$ cat src/rtl/spd_chk_pkg.sv
package spd_chk_pkg;
  typedef enum logic {
    SCHEME_SUM = 1'b0,
    SCHEME_CRC = 1'b1
  } scheme_e;
endpackage

$ cat src/rtl/spd_sum_acc.sv
module spd_sum_acc #(
  parameter int DW = 8
) (
  input  logic          clk,
  input  logic          rst,
  input  logic          clr,
  input  logic          en,
  input  logic [DW-1:0] din,
  output logic [DW-1:0] sum_q
);
  always_ff @(posedge clk) begin
    if (rst)      sum_q <= '0;
    else if (clr) sum_q <= en ? din : '0;
    else if (en)  sum_q <= sum_q + din;
  end

  // no enable and no clear leaves the total alone
  p_sum_idle_r9: assert property (@(posedge clk) disable iff (rst)
    (!clr && !en) |=> $stable(sum_q));
endmodule

$ cat src/rtl/spd_crc_acc.sv
module spd_crc_acc #(
  parameter int          DW   = 8,
  parameter int          CW   = 16,
  parameter logic [CW-1:0] POLY = 16'h1021
) (
  input  logic          clk,
  input  logic          rst,
  input  logic          clr,
  input  logic          en,
  input  logic [DW-1:0] din,
  output logic [CW-1:0] crc_q
);
  function automatic logic [CW-1:0] step(input logic [CW-1:0] c, input logic [DW-1:0] d);
    logic [CW-1:0] r;
    r = c;
    for (int b = DW - 1; b >= 0; b--) begin
      if (r[CW-1] ^ d[b]) r = (r << 1) ^ POLY;
      else                r = r << 1;
    end
    return r;
  endfunction

  logic [CW-1:0] base;
  assign base = clr ? '0 : crc_q;

  always_ff @(posedge clk) begin
    if (rst)          crc_q <= '0;
    else if (en)      crc_q <= step(base, din);
    else if (clr)     crc_q <= '0;
  end

  // bytes outside the coverage leave the CRC unchanged
  p_crc_idle_r6: assert property (@(posedge clk) disable iff (rst)
    (!clr && !en) |=> $stable(crc_q));
endmodule

$ cat src/rtl/spd_verdict.sv
module spd_verdict #(
  parameter int DW = 8,
  parameter int CW = 16
) (
  input  logic          clk,
  input  logic          rst,
  input  logic          start,
  input  logic          sum_fin,
  input  logic          crc_fin,
  input  logic [DW-1:0] sum_q,
  input  logic [CW-1:0] crc_q,
  input  logic [DW-1:0] lo_q,
  input  logic [DW-1:0] din,
  output logic          done,
  output logic          pass,
  output logic [CW-1:0] calc_val
);
  always_ff @(posedge clk) begin
    if (rst || start) begin
      done     <= 1'b0;
      pass     <= 1'b0;
      calc_val <= '0;
    end else if (sum_fin) begin
      done     <= 1'b1;
      pass     <= (din == sum_q);
      calc_val <= CW'(sum_q);
    end else if (crc_fin) begin
      done     <= 1'b1;
      pass     <= ({din, lo_q} == crc_q);
      calc_val <= crc_q;
    end
  end

  // verdict holds until a new run opens
  p_done_hold_r8: assert property (@(posedge clk) disable iff (rst)
    (done && !start) |=> (done && $stable(pass) && $stable(calc_val)));
  // a start pulse withdraws the verdict
  p_start_clear_r2: assert property (@(posedge clk) disable iff (rst)
    start |=> !done);
  // done only rises after a final check byte
  p_done_rise_r4: assert property (@(posedge clk) disable iff (rst)
    $rose(done) |-> $past(sum_fin || crc_fin));
endmodule

$ cat src/rtl/spd_integrity_check.sv
module spd_integrity_check #(
  parameter int DW          = 8,
  parameter int IDX_W       = 7,
  parameter int CW          = 16,
  parameter int SUM_LAST    = 62,
  parameter int CRC_LONG    = 125,
  parameter int CRC_SHORT   = 116,
  parameter int CRC_LO_IDX  = 126,
  parameter logic [CW-1:0] POLY = 16'h1021
) (
  input  logic             clk,
  input  logic             rst,
  input  logic             start,
  input  logic             fmt,
  input  logic             byte_vld,
  input  logic [IDX_W-1:0] byte_idx,
  input  logic [DW-1:0]    byte_dat,
  output logic             done,
  output logic             pass,
  output logic [CW-1:0]    calc_val
);
  import spd_chk_pkg::*;

  localparam logic [IDX_W-1:0] I_SUM_LAST = IDX_W'(SUM_LAST);
  localparam logic [IDX_W-1:0] I_SUM_CHK  = IDX_W'(SUM_LAST + 1);
  localparam logic [IDX_W-1:0] I_LONG     = IDX_W'(CRC_LONG);
  localparam logic [IDX_W-1:0] I_SHORT    = IDX_W'(CRC_SHORT);
  localparam logic [IDX_W-1:0] I_LO       = IDX_W'(CRC_LO_IDX);
  localparam logic [IDX_W-1:0] I_HI       = IDX_W'(CRC_LO_IDX + 1);

  scheme_e          mode_q, mode_e;
  logic             armed_q, short_q, short_e, live, acc;
  logic             sum_en, crc_en, sum_fin, crc_fin;
  logic [IDX_W-1:0] lim;
  logic [DW-1:0]    lo_q, sum_q;
  logic [CW-1:0]    crc_q;

  assign mode_e  = start ? scheme_e'(fmt) : mode_q;
  assign live    = start | (armed_q & ~done);
  assign acc     = byte_vld & live;
  assign short_e = (byte_idx == '0) ? byte_dat[DW-1] : (start ? 1'b0 : short_q);
  assign lim     = short_e ? I_SHORT : I_LONG;
  assign sum_en  = acc & (mode_e == SCHEME_SUM) & (byte_idx <= I_SUM_LAST);
  assign crc_en  = acc & (mode_e == SCHEME_CRC) & (byte_idx <= lim);
  assign sum_fin = acc & (mode_e == SCHEME_SUM) & (byte_idx == I_SUM_CHK);
  assign crc_fin = acc & (mode_e == SCHEME_CRC) & (byte_idx == I_HI);

  always_ff @(posedge clk) begin
    if (rst) begin
      mode_q  <= SCHEME_SUM;
      armed_q <= 1'b0;
      short_q <= 1'b0;
      lo_q    <= '0;
    end else begin
      if (start) begin
        mode_q  <= scheme_e'(fmt);
        armed_q <= 1'b1;
      end
      if (start || (acc && byte_idx == '0)) short_q <= short_e;
      if (start)                             lo_q <= '0;
      if (acc && byte_idx == I_LO)           lo_q <= byte_dat;
    end
  end

  spd_sum_acc #(.DW(DW)) i_sum (
    .clk(clk), .rst(rst), .clr(start), .en(sum_en), .din(byte_dat), .sum_q(sum_q));

  spd_crc_acc #(.DW(DW), .CW(CW), .POLY(POLY)) i_crc (
    .clk(clk), .rst(rst), .clr(start), .en(crc_en), .din(byte_dat), .crc_q(crc_q));

  spd_verdict #(.DW(DW), .CW(CW)) i_verdict (
    .clk(clk), .rst(rst), .start(start), .sum_fin(sum_fin), .crc_fin(crc_fin),
    .sum_q(sum_q), .crc_q(crc_q), .lo_q(lo_q), .din(byte_dat),
    .done(done), .pass(pass), .calc_val(calc_val));

  // nothing is accepted before the first start
  p_idle_until_start_r1: assert property (@(posedge clk) disable iff (rst)
    (!armed_q && !start) |=> !done);
  // a pass verdict never appears without done
  p_pass_needs_done_r4: assert property (@(posedge clk) disable iff (rst)
    pass |-> done);
  // the sum scheme never reports upper bits
  p_sum_upper_zero_r3: assert property (@(posedge clk) disable iff (rst)
    (done && mode_q == SCHEME_SUM) |-> (calc_val[CW-1:DW] == '0));
endmodule

$ cat config.mk
export PLATFORM = sky130hd
export DESIGN_NAME = spd_integrity_check
export DESIGN_NICKNAME = d
export VERILOG_FILES = /design/src/rtl/spd_chk_pkg.sv /design/src/rtl/spd_sum_acc.sv /design/src/rtl/spd_crc_acc.sv /design/src/rtl/spd_verdict.sv /design/src/rtl/spd_integrity_check.sv
export SDC_FILE = /design/constraint.sdc
export NUM_CORES = 1
export LEC_CHECK = 0
export BUFFER_PORTS_ARGS = -buffer_cell sky130_fd_sc_hd__buf_4
export CAP_MARGIN = 20
export CORE_MARGIN = 4
export CORE_UTILIZATION = 60
export CTS_BUF_LIST = sky130_fd_sc_hd__clkbuf_2
export CTS_CLUSTER_SIZE = 12
export DETAILED_ROUTE_END_ITERATION = 8
export PLACE_DENSITY = 0.81
export SYNTH_ARGS = -nofsm -noshare
export SYNTH_HDL_FRONTEND = slang
export SYNTH_HIERARCHICAL = 1
export SYNTH_SLANG_ARGS = --single-unit
$ cat constraint.sdc
create_clock -name clk -period 8.6 [get_ports clk]
set_input_delay 2.58 -clock clk [delete_from_list [all_inputs] [get_ports clk]]
set_output_delay 2.58 -clock clk [all_outputs]
set_load 0.01 [all_outputs]
==> impl_results.md, run 1 <==
- WP buf/inv: 2
- Detailed placement HPWL: ~5800 um
- Clock tree sinks: 53
- Largest net degree at the start of global routing: 63
- Fin cells: 495
- Inst Count DP: slightly below 500
- Slew Limit Fails: 0
- Vias in the first global route: between 2,000 and 3,000
- Syn Nets: ~420
- DR vias/cell: around 6
- Setup TNS: 0 ns
- Outcome: finished, final reports clean
- Worst VDD drop: 91.8 uV
- Tcrit/Tclk final: about three fifths
- Die area: around 6900 um2
- Crit-path cells: buf_4 > or4_4 > or3_4 > and2_1 > ha_1 > nor2_1 > o21ai_0 > o311ai_0 > nor2_2 > buf_8 > mux2_2 > a211oi_1
- Final setup margin: 3.31 ns
- DRT Pass-1 Iters: 5
- Clock root buffer master: clkbuf_2
- RSZ-0062 raised after global routing: false
- IO Count: 38
- Top cell family by delay on the critical path: simple AND/OR/NAND/NOR gates
- Width of the die: just over 80 um
- Clock skew: approximately 0.021 ns
- 1st-iter DRT viols: ~240
- Fin nets: between 400 and 500
- Design area: around 3700 um2
- Hold_ws: about 0.5 ns
- Cells after synthesis: 394
- Post-Syn Area: 3370 um2
- Final Hold Violating Endpoints: 0
- DP Worst Slack: 2.34 ns
- Critical Setup Path Class: in -> reg
- CP required: between 9 and 10 ns
- CTS tree: yes
- Longest Clk Path Bufs: 2
- Cell area after placement: between 3000 and 4000 um2
- Critical Path End Type: flip-flop
- Minimum clock period: 5.29 ns
- Area grow syn2layout: 10.5%
- Initial core utilization: 61.5%
- Seq/Total Area, Yosys: 31.5%
- Worst-margin pin slew: roughly 0.75 ns
- PD cells: between 100 and 150 nW/um2
- Synth warn: 6
- Yosys cell types: 65
- Max_cap viols: 0
- # rows: 27
- Post-CTS sizing: 0
- Hold Crit Class: reg -> reg
- Die Y: slightly above 80 um
- Diode count: 0
- Post-CTS setup buffers: 0
- Max Clk Rate: approximately 0.19 GHz
- CP max-delay cell: or4_4
- Initial antenna violation count: 0
- Post-CTS Hold Fix Bufs: 0
- EDFF count, synth: 0
- DRC: 0
- Layout cell share with drive strength beyond 1: between 10% and 20%
- CP arrival: 5.71 ns
- Worst setup SP type: input port
- Setup violators final: 0
- Synthesized flop and latch total: between 50 and 60
- Synth Flop Type: dfxtp_1
- # port buffers: 37
- WL/cell: approximately 17 um
- TritonCTS Buffers: 5
- P_leak: between 1 and 1.5 nW
- Antenna Violating Nets Remaining: 0
- Total GRT Usage: ~24%
- Max FO, Critical Path: 21
- Worst path max stage delay: ~0.53 ns
- Max-slew headroom: about 50%
- Post-Syn Area per Cell: 8.55 um2
- H-tree depth: 2
- Clock Latency Late Sink: around 0.47 ns
- Core area: roughly 5500 um2
- Ys async rst share: 0%
- GP Congestion: approximately 0.85
- Via count: 2,944
- Clock-pin slew on the worst setup and hold paths: about 0.28 ns
- Grt total ovfl: 0
- First-pass GRT wire length: about 14,000 um
- Routed WL: roughly 8000 um
==> path summary, 6_finish.rpt <==
path	from	to	slack (ns)	depth (start not counted)
max	byte_idx[4]	i_crc/crc_q[6]	3.31	12
min	armed_q	armed_q	0.50	2
max reg2reg	short_q	i_crc/crc_q[6]	5.84	11
min reg2reg	armed_q	armed_q	0.50	2
==> cell type report <==
cell class	instances	area [um2]
multi-input cells	311	2170
inverters	11	41.3
repair buffers	40	308
well taps	72	90.1
fillers	482	1750
clock buffers	5	25.0
clock inverters	3	21.3
flip-flops and latches	53	1060
==> sequential cells by signal (all words and copies together), names as in the netlist, 8 cells and up <==
name	count
lo_q	8
i_sum/sum_q	8
i_verdict/calc_val	16
i_crc/crc_q	16
==> cells in the mapped netlist, types with 9 or more instances <==
cell,count,area share (%)
a21oi_1,18,2.7
buf_2,10,1.5
dfxtp_1,53,32
inv_1,11,1.2
mux2i_1,31,9.2
nand2_1,13,1.4
nor2_1,60,6.7
nor2b_1,17,3.2
nor3_1,9,1.3
o21ai_0,12,1.8
xnor2_1,28,7.3
xor2_1,13,3.4
==> worst register-to-register path: cells and delay by family, from the launching register on <==
family / cells / cell delay, ns
compound gates: 4 / 0.79
fa+ha+maj: 1 / 0.27
buf+inv: 1 / 0.24
flops: 1 / 0.38
mux: 1 / 0.35
simple gates: 4 / 0.69
==> logic make-up after synthesis <==
logic type                 count (synthesis)  share of synthesized area (%)
and+or+nand+nor                          152                           23.8
AOI/OAI and AO/OA                         72                           14.9
DFF                                       53                           31.5
xor gates and xnor gates                  41                           10.7
muxes                                     37                           11.2
buffers and inverters                     30                           4.35
adders and majority gates                  9                           3.57
==> metrics by stage <==
step / total power [W] / util (%)
3_3_place_gp: 0.000334 / 66.9
2_1_floorplan: 0.000311 / -
6_report: 0.000440 / 68.0
5_1_grt: 0.000463 / 68.0
3_5_place_dp: 0.000337 / 66.9
4_1_cts: 0.000440 / 67.7
==> routing by layer <==
layer	vias up	track usage, %	routed length, um
met5	-	0	0
met4	0	6.84	97
met2	96	38.6	3880
met3	8	5.85	478
li1	1438	-	-
met1	1402	33.0	3750
==> placed cells by master, fill, tap and decap left out, types with 2 or more instances in the layout <==
master,netlist,layout
mux2_2,4,4
nand2b_1,6,6
xnor2_1,28,28
mux2_1,2,2
o21ai_0,12,12
nor4_1,3,2
and3_1,2,2
o21bai_1,2,2
inv_1,11,11
nor3_1,9,8
nand4_1,5,5
buf_4,1,39
nand3_1,7,7
clkbuf_2,2,5
mux2i_1,31,31
a21oi_1,18,18
dfxtp_1,53,53
a31oi_1,8,8
nor2_1,60,59
xor2_1,13,13
o21ai_1,2,2
nand2_1,13,13
a22oi_1,3,3
nor2_2,2,3
nor2b_1,17,17
a211oi_1,4,4
o21a_1,6,6
nand3b_1,2,2
or3_1,7,7
nor4_2,1,2
o22a_1,2,2
nor3b_1,4,4
ha_1,8,8
o31ai_1,2,2
nand3_2,2,2
==> power by group <==
| group | total (W) | internal (W) | leakage (nW) | switching, W |
|---|---|---|---|---|
| Sequential | 0.000258 | 0.000251 | 0.428 | 0.00000691 |
| Combinational | 0.0000769 | 0.0000321 | 0.952 | 0.0000447 |
| Clock | 0.000105 | 0.0000206 | 0.0294 | 0.0000842 |
No activity file was read; power rests on OpenSTA's default activity.
==> run 2: changes to the inputs <==
--- a/config.mk
+++ b/config.mk
@@ -8,11 +8,11 @@
 export BUFFER_PORTS_ARGS = -buffer_cell sky130_fd_sc_hd__buf_4
 export CAP_MARGIN = 20
 export CORE_MARGIN = 4
-export CORE_UTILIZATION = 60
+export CORE_UTILIZATION = 55
 export CTS_BUF_LIST = sky130_fd_sc_hd__clkbuf_2
 export CTS_CLUSTER_SIZE = 12
 export DETAILED_ROUTE_END_ITERATION = 8
-export PLACE_DENSITY = 0.81
+export PLACE_DENSITY = 0.79
 export SYNTH_ARGS = -nofsm -noshare
 export SYNTH_HDL_FRONTEND = slang
 export SYNTH_HIERARCHICAL = 1
==> constraint.sdc (replaced) <==
create_clock -name clk -period 4.5 [get_ports clk]
set_input_delay 1.35 -clock clk [delete_from_list [all_inputs] [get_ports clk]]
set_output_delay 1.35 -clock clk [all_outputs]
set_load 0.01 [all_outputs]
==> run 2 against run 1 <==
Flip-flop and latch count did not move. Cell area rose by 0.61%. Combinational power rose by 89%. Global-route usage fell by 2.6 points.
==> impl_results.md, run 2 (same netlist as run 1, synthesis figures left out) <==
- Worst VDD drop: about 170 uV
- Diode count: 0
- DR vias/cell: just under 6
- Minimum clock period: a little under 4 ns
- Area grow syn2layout: 11.1%
- Top sig layer: met4
- Final Hold Violating Endpoints: 0
- Met1 WL: between 3000 and 4000 um
- Largest regs: i_crc/crc_q: 16 flops, i_verdict/calc_val: 16 flops
- # rows: 28
- Initial core utilization: 56.9%
- Met3 wire len: 452 um
- Hold Crit Class: reg -> reg
- Die Y: about 86 um
- Post-CTS setup buffers: 0
- Fillers: approximately 500
- Layout cell share with drive strength beyond 1: 16.7%
- Clock-pin slew on the worst setup and hold paths: between 0.2 and 0.3 ns
- Post-CTS sizing: 0
- Max FO, Critical Path: 28
- Total GRT Usage: between 20% and 30%
- GP Congestion: ~0.85
- Outcome: finished, final reports clean
- Max_cap viols: 0
- CP arrival: between 4 and 5 ns
- Most common cell after layout, fill and taps aside: nor2_1
- Longest Clk Path Bufs: 2
- Setup TNS: 0 ns
- IO Count: 38
- DRT Pass-1 Iters: 4
- Worst-margin pin slew: 0.666 ns
- Reg-to-reg startpoint: short_q
- Fin nets: roughly 450
- Die area: between 7000 and 8000 um2
- Commonest cells after routing, fill and taps aside: nor2_1 (59), dfxtp_1 (53), buf_4 (41)
- Clock tree sinks: 53
- TritonCTS Buffers: 5
- Via count: roughly 2,900
- Core area: a little under 6000 um2
- # port buffers: 37
- CP startpoint: byte_idx[4]
- PD cells: roughly 220 nW/um2
- Worst setup SP type: input port
- FF+latch area: between 1000 and 1500 um2
- CP required: a little under 5 ns
- WL met2: between 3000 and 4000 um
- DRC: 0
- Max Clk Rate: about 0.26 GHz
- Width of the die: 86.3 um
- Post-CTS Hold Fix Bufs: 0
- Clock root buffer master: clkbuf_2
- Grt total ovfl: 0
- Antenna Violating Nets Remaining: 0
- WL/cell: 15.8 um
- Routed WL: 7880 um
- Core Util, Final: a little over three fifths
- RSZ-0062 raised after global routing: false
- Clock skew: 0.0266 ns
- Slew Limit Fails: 0
- Tcrit/Tclk final: between 80% and 90%
- Clock Latency Late Sink: 0.44 ns
- Critical Setup Path Class: in -> reg
- Largest net degree at the start of global routing: 40
- Critical Path End Type: flip-flop
- Min-delay src: armed_q
- CTS tree: yes
- Detailed placement HPWL: about 5600 um
- Setup violators final: 0
- First-pass GRT wire length: roughly 13,000 um
- H-tree depth: 2
- P_leak: about 1.4 nW
- Vias in the first global route: 2,755
- Initial antenna violation count: 0
- Max-slew headroom: a little under three fifths
- 1st-iter DRT viols: around 250
- Area of the multi-input gates: roughly 2200 um2
## run 2: changes by cell type in the layout (fill, tap and decap cells not counted), sizes merged
cell	previous run	this run
buf	40	42
clkinvlp	1	2
inv	12	11
clkbuf	5	6
clkinv	1	0
## run 2: per-layer routing
metal / vias up / GRT usage (%)
met5: - / 0
met4: 0 / 5.10
met3: 9 / 3.33
met2: 76 / 35.2
met1: 1375 / 30.4
li1: 1439 / -
## run 2: worst paths after layout
| kind | cells after the start | slack [ns] | endpoint |
|---|---|---|---|
| worst max register to register | 11 | 1.95 | i_crc/crc_q[7] |
| worst min register to register | 2 | 0.51 | armed_q |
| worst min-delay path | 2 | 0.51 | armed_q |
| worst max-delay path | 12 | 0.59 | i_crc/crc_q[7] |
## run 2: stage by stage
step	hold slack (ns)	worst slack, ns	std cells	area (um2)	power (W)
final	0.507	0.587	500	3740	0.000827
after global routing	0.518	0.454	500	3740	0.000870
after CTS	0.508	0.613	500	3740	0.000833
after detailed placement	0.475	0.146	492	3700	0.000644
after global placement	0.449	0.208	492	3700	0.000640
after floorplan	0.432	0.450	394	3370	0.000595
## run 2: final cells by class
cell class,instances,area share [%]
Tap cell,75,2.51
Multi-Input combinational cell,311,58.1
Timing Repair Buffer,42,8.76
Inverter,11,1.10
Clock buffer,6,0.802
Sequential cell,53,28.3
Clock inverter,2,0.401
## run 2: report_power, final
group / total [W] / leakage (nW) / internal [W] / switching [W]
clock network: 0.000190 / 0.0252 / 0.0000400 / 0.000150
logic: 0.000145 / 0.963 / 0.0000623 / 0.0000829
registers: 0.000492 / 0.428 / 0.000479 / 0.0000129
## run 2: worst max-delay path, cell delays in order
cell and delay, ns:
buf_4 0.12, or4_4 0.54, or3_4 0.39, and2_1 0.15, ha_1 0.26, nor2_1 0.04
o21ai_0 0.25, o311ai_0 0.18, nor2_2 0.21, buf_12 0.20, mux2_2 0.35, a211oi_1 0.21
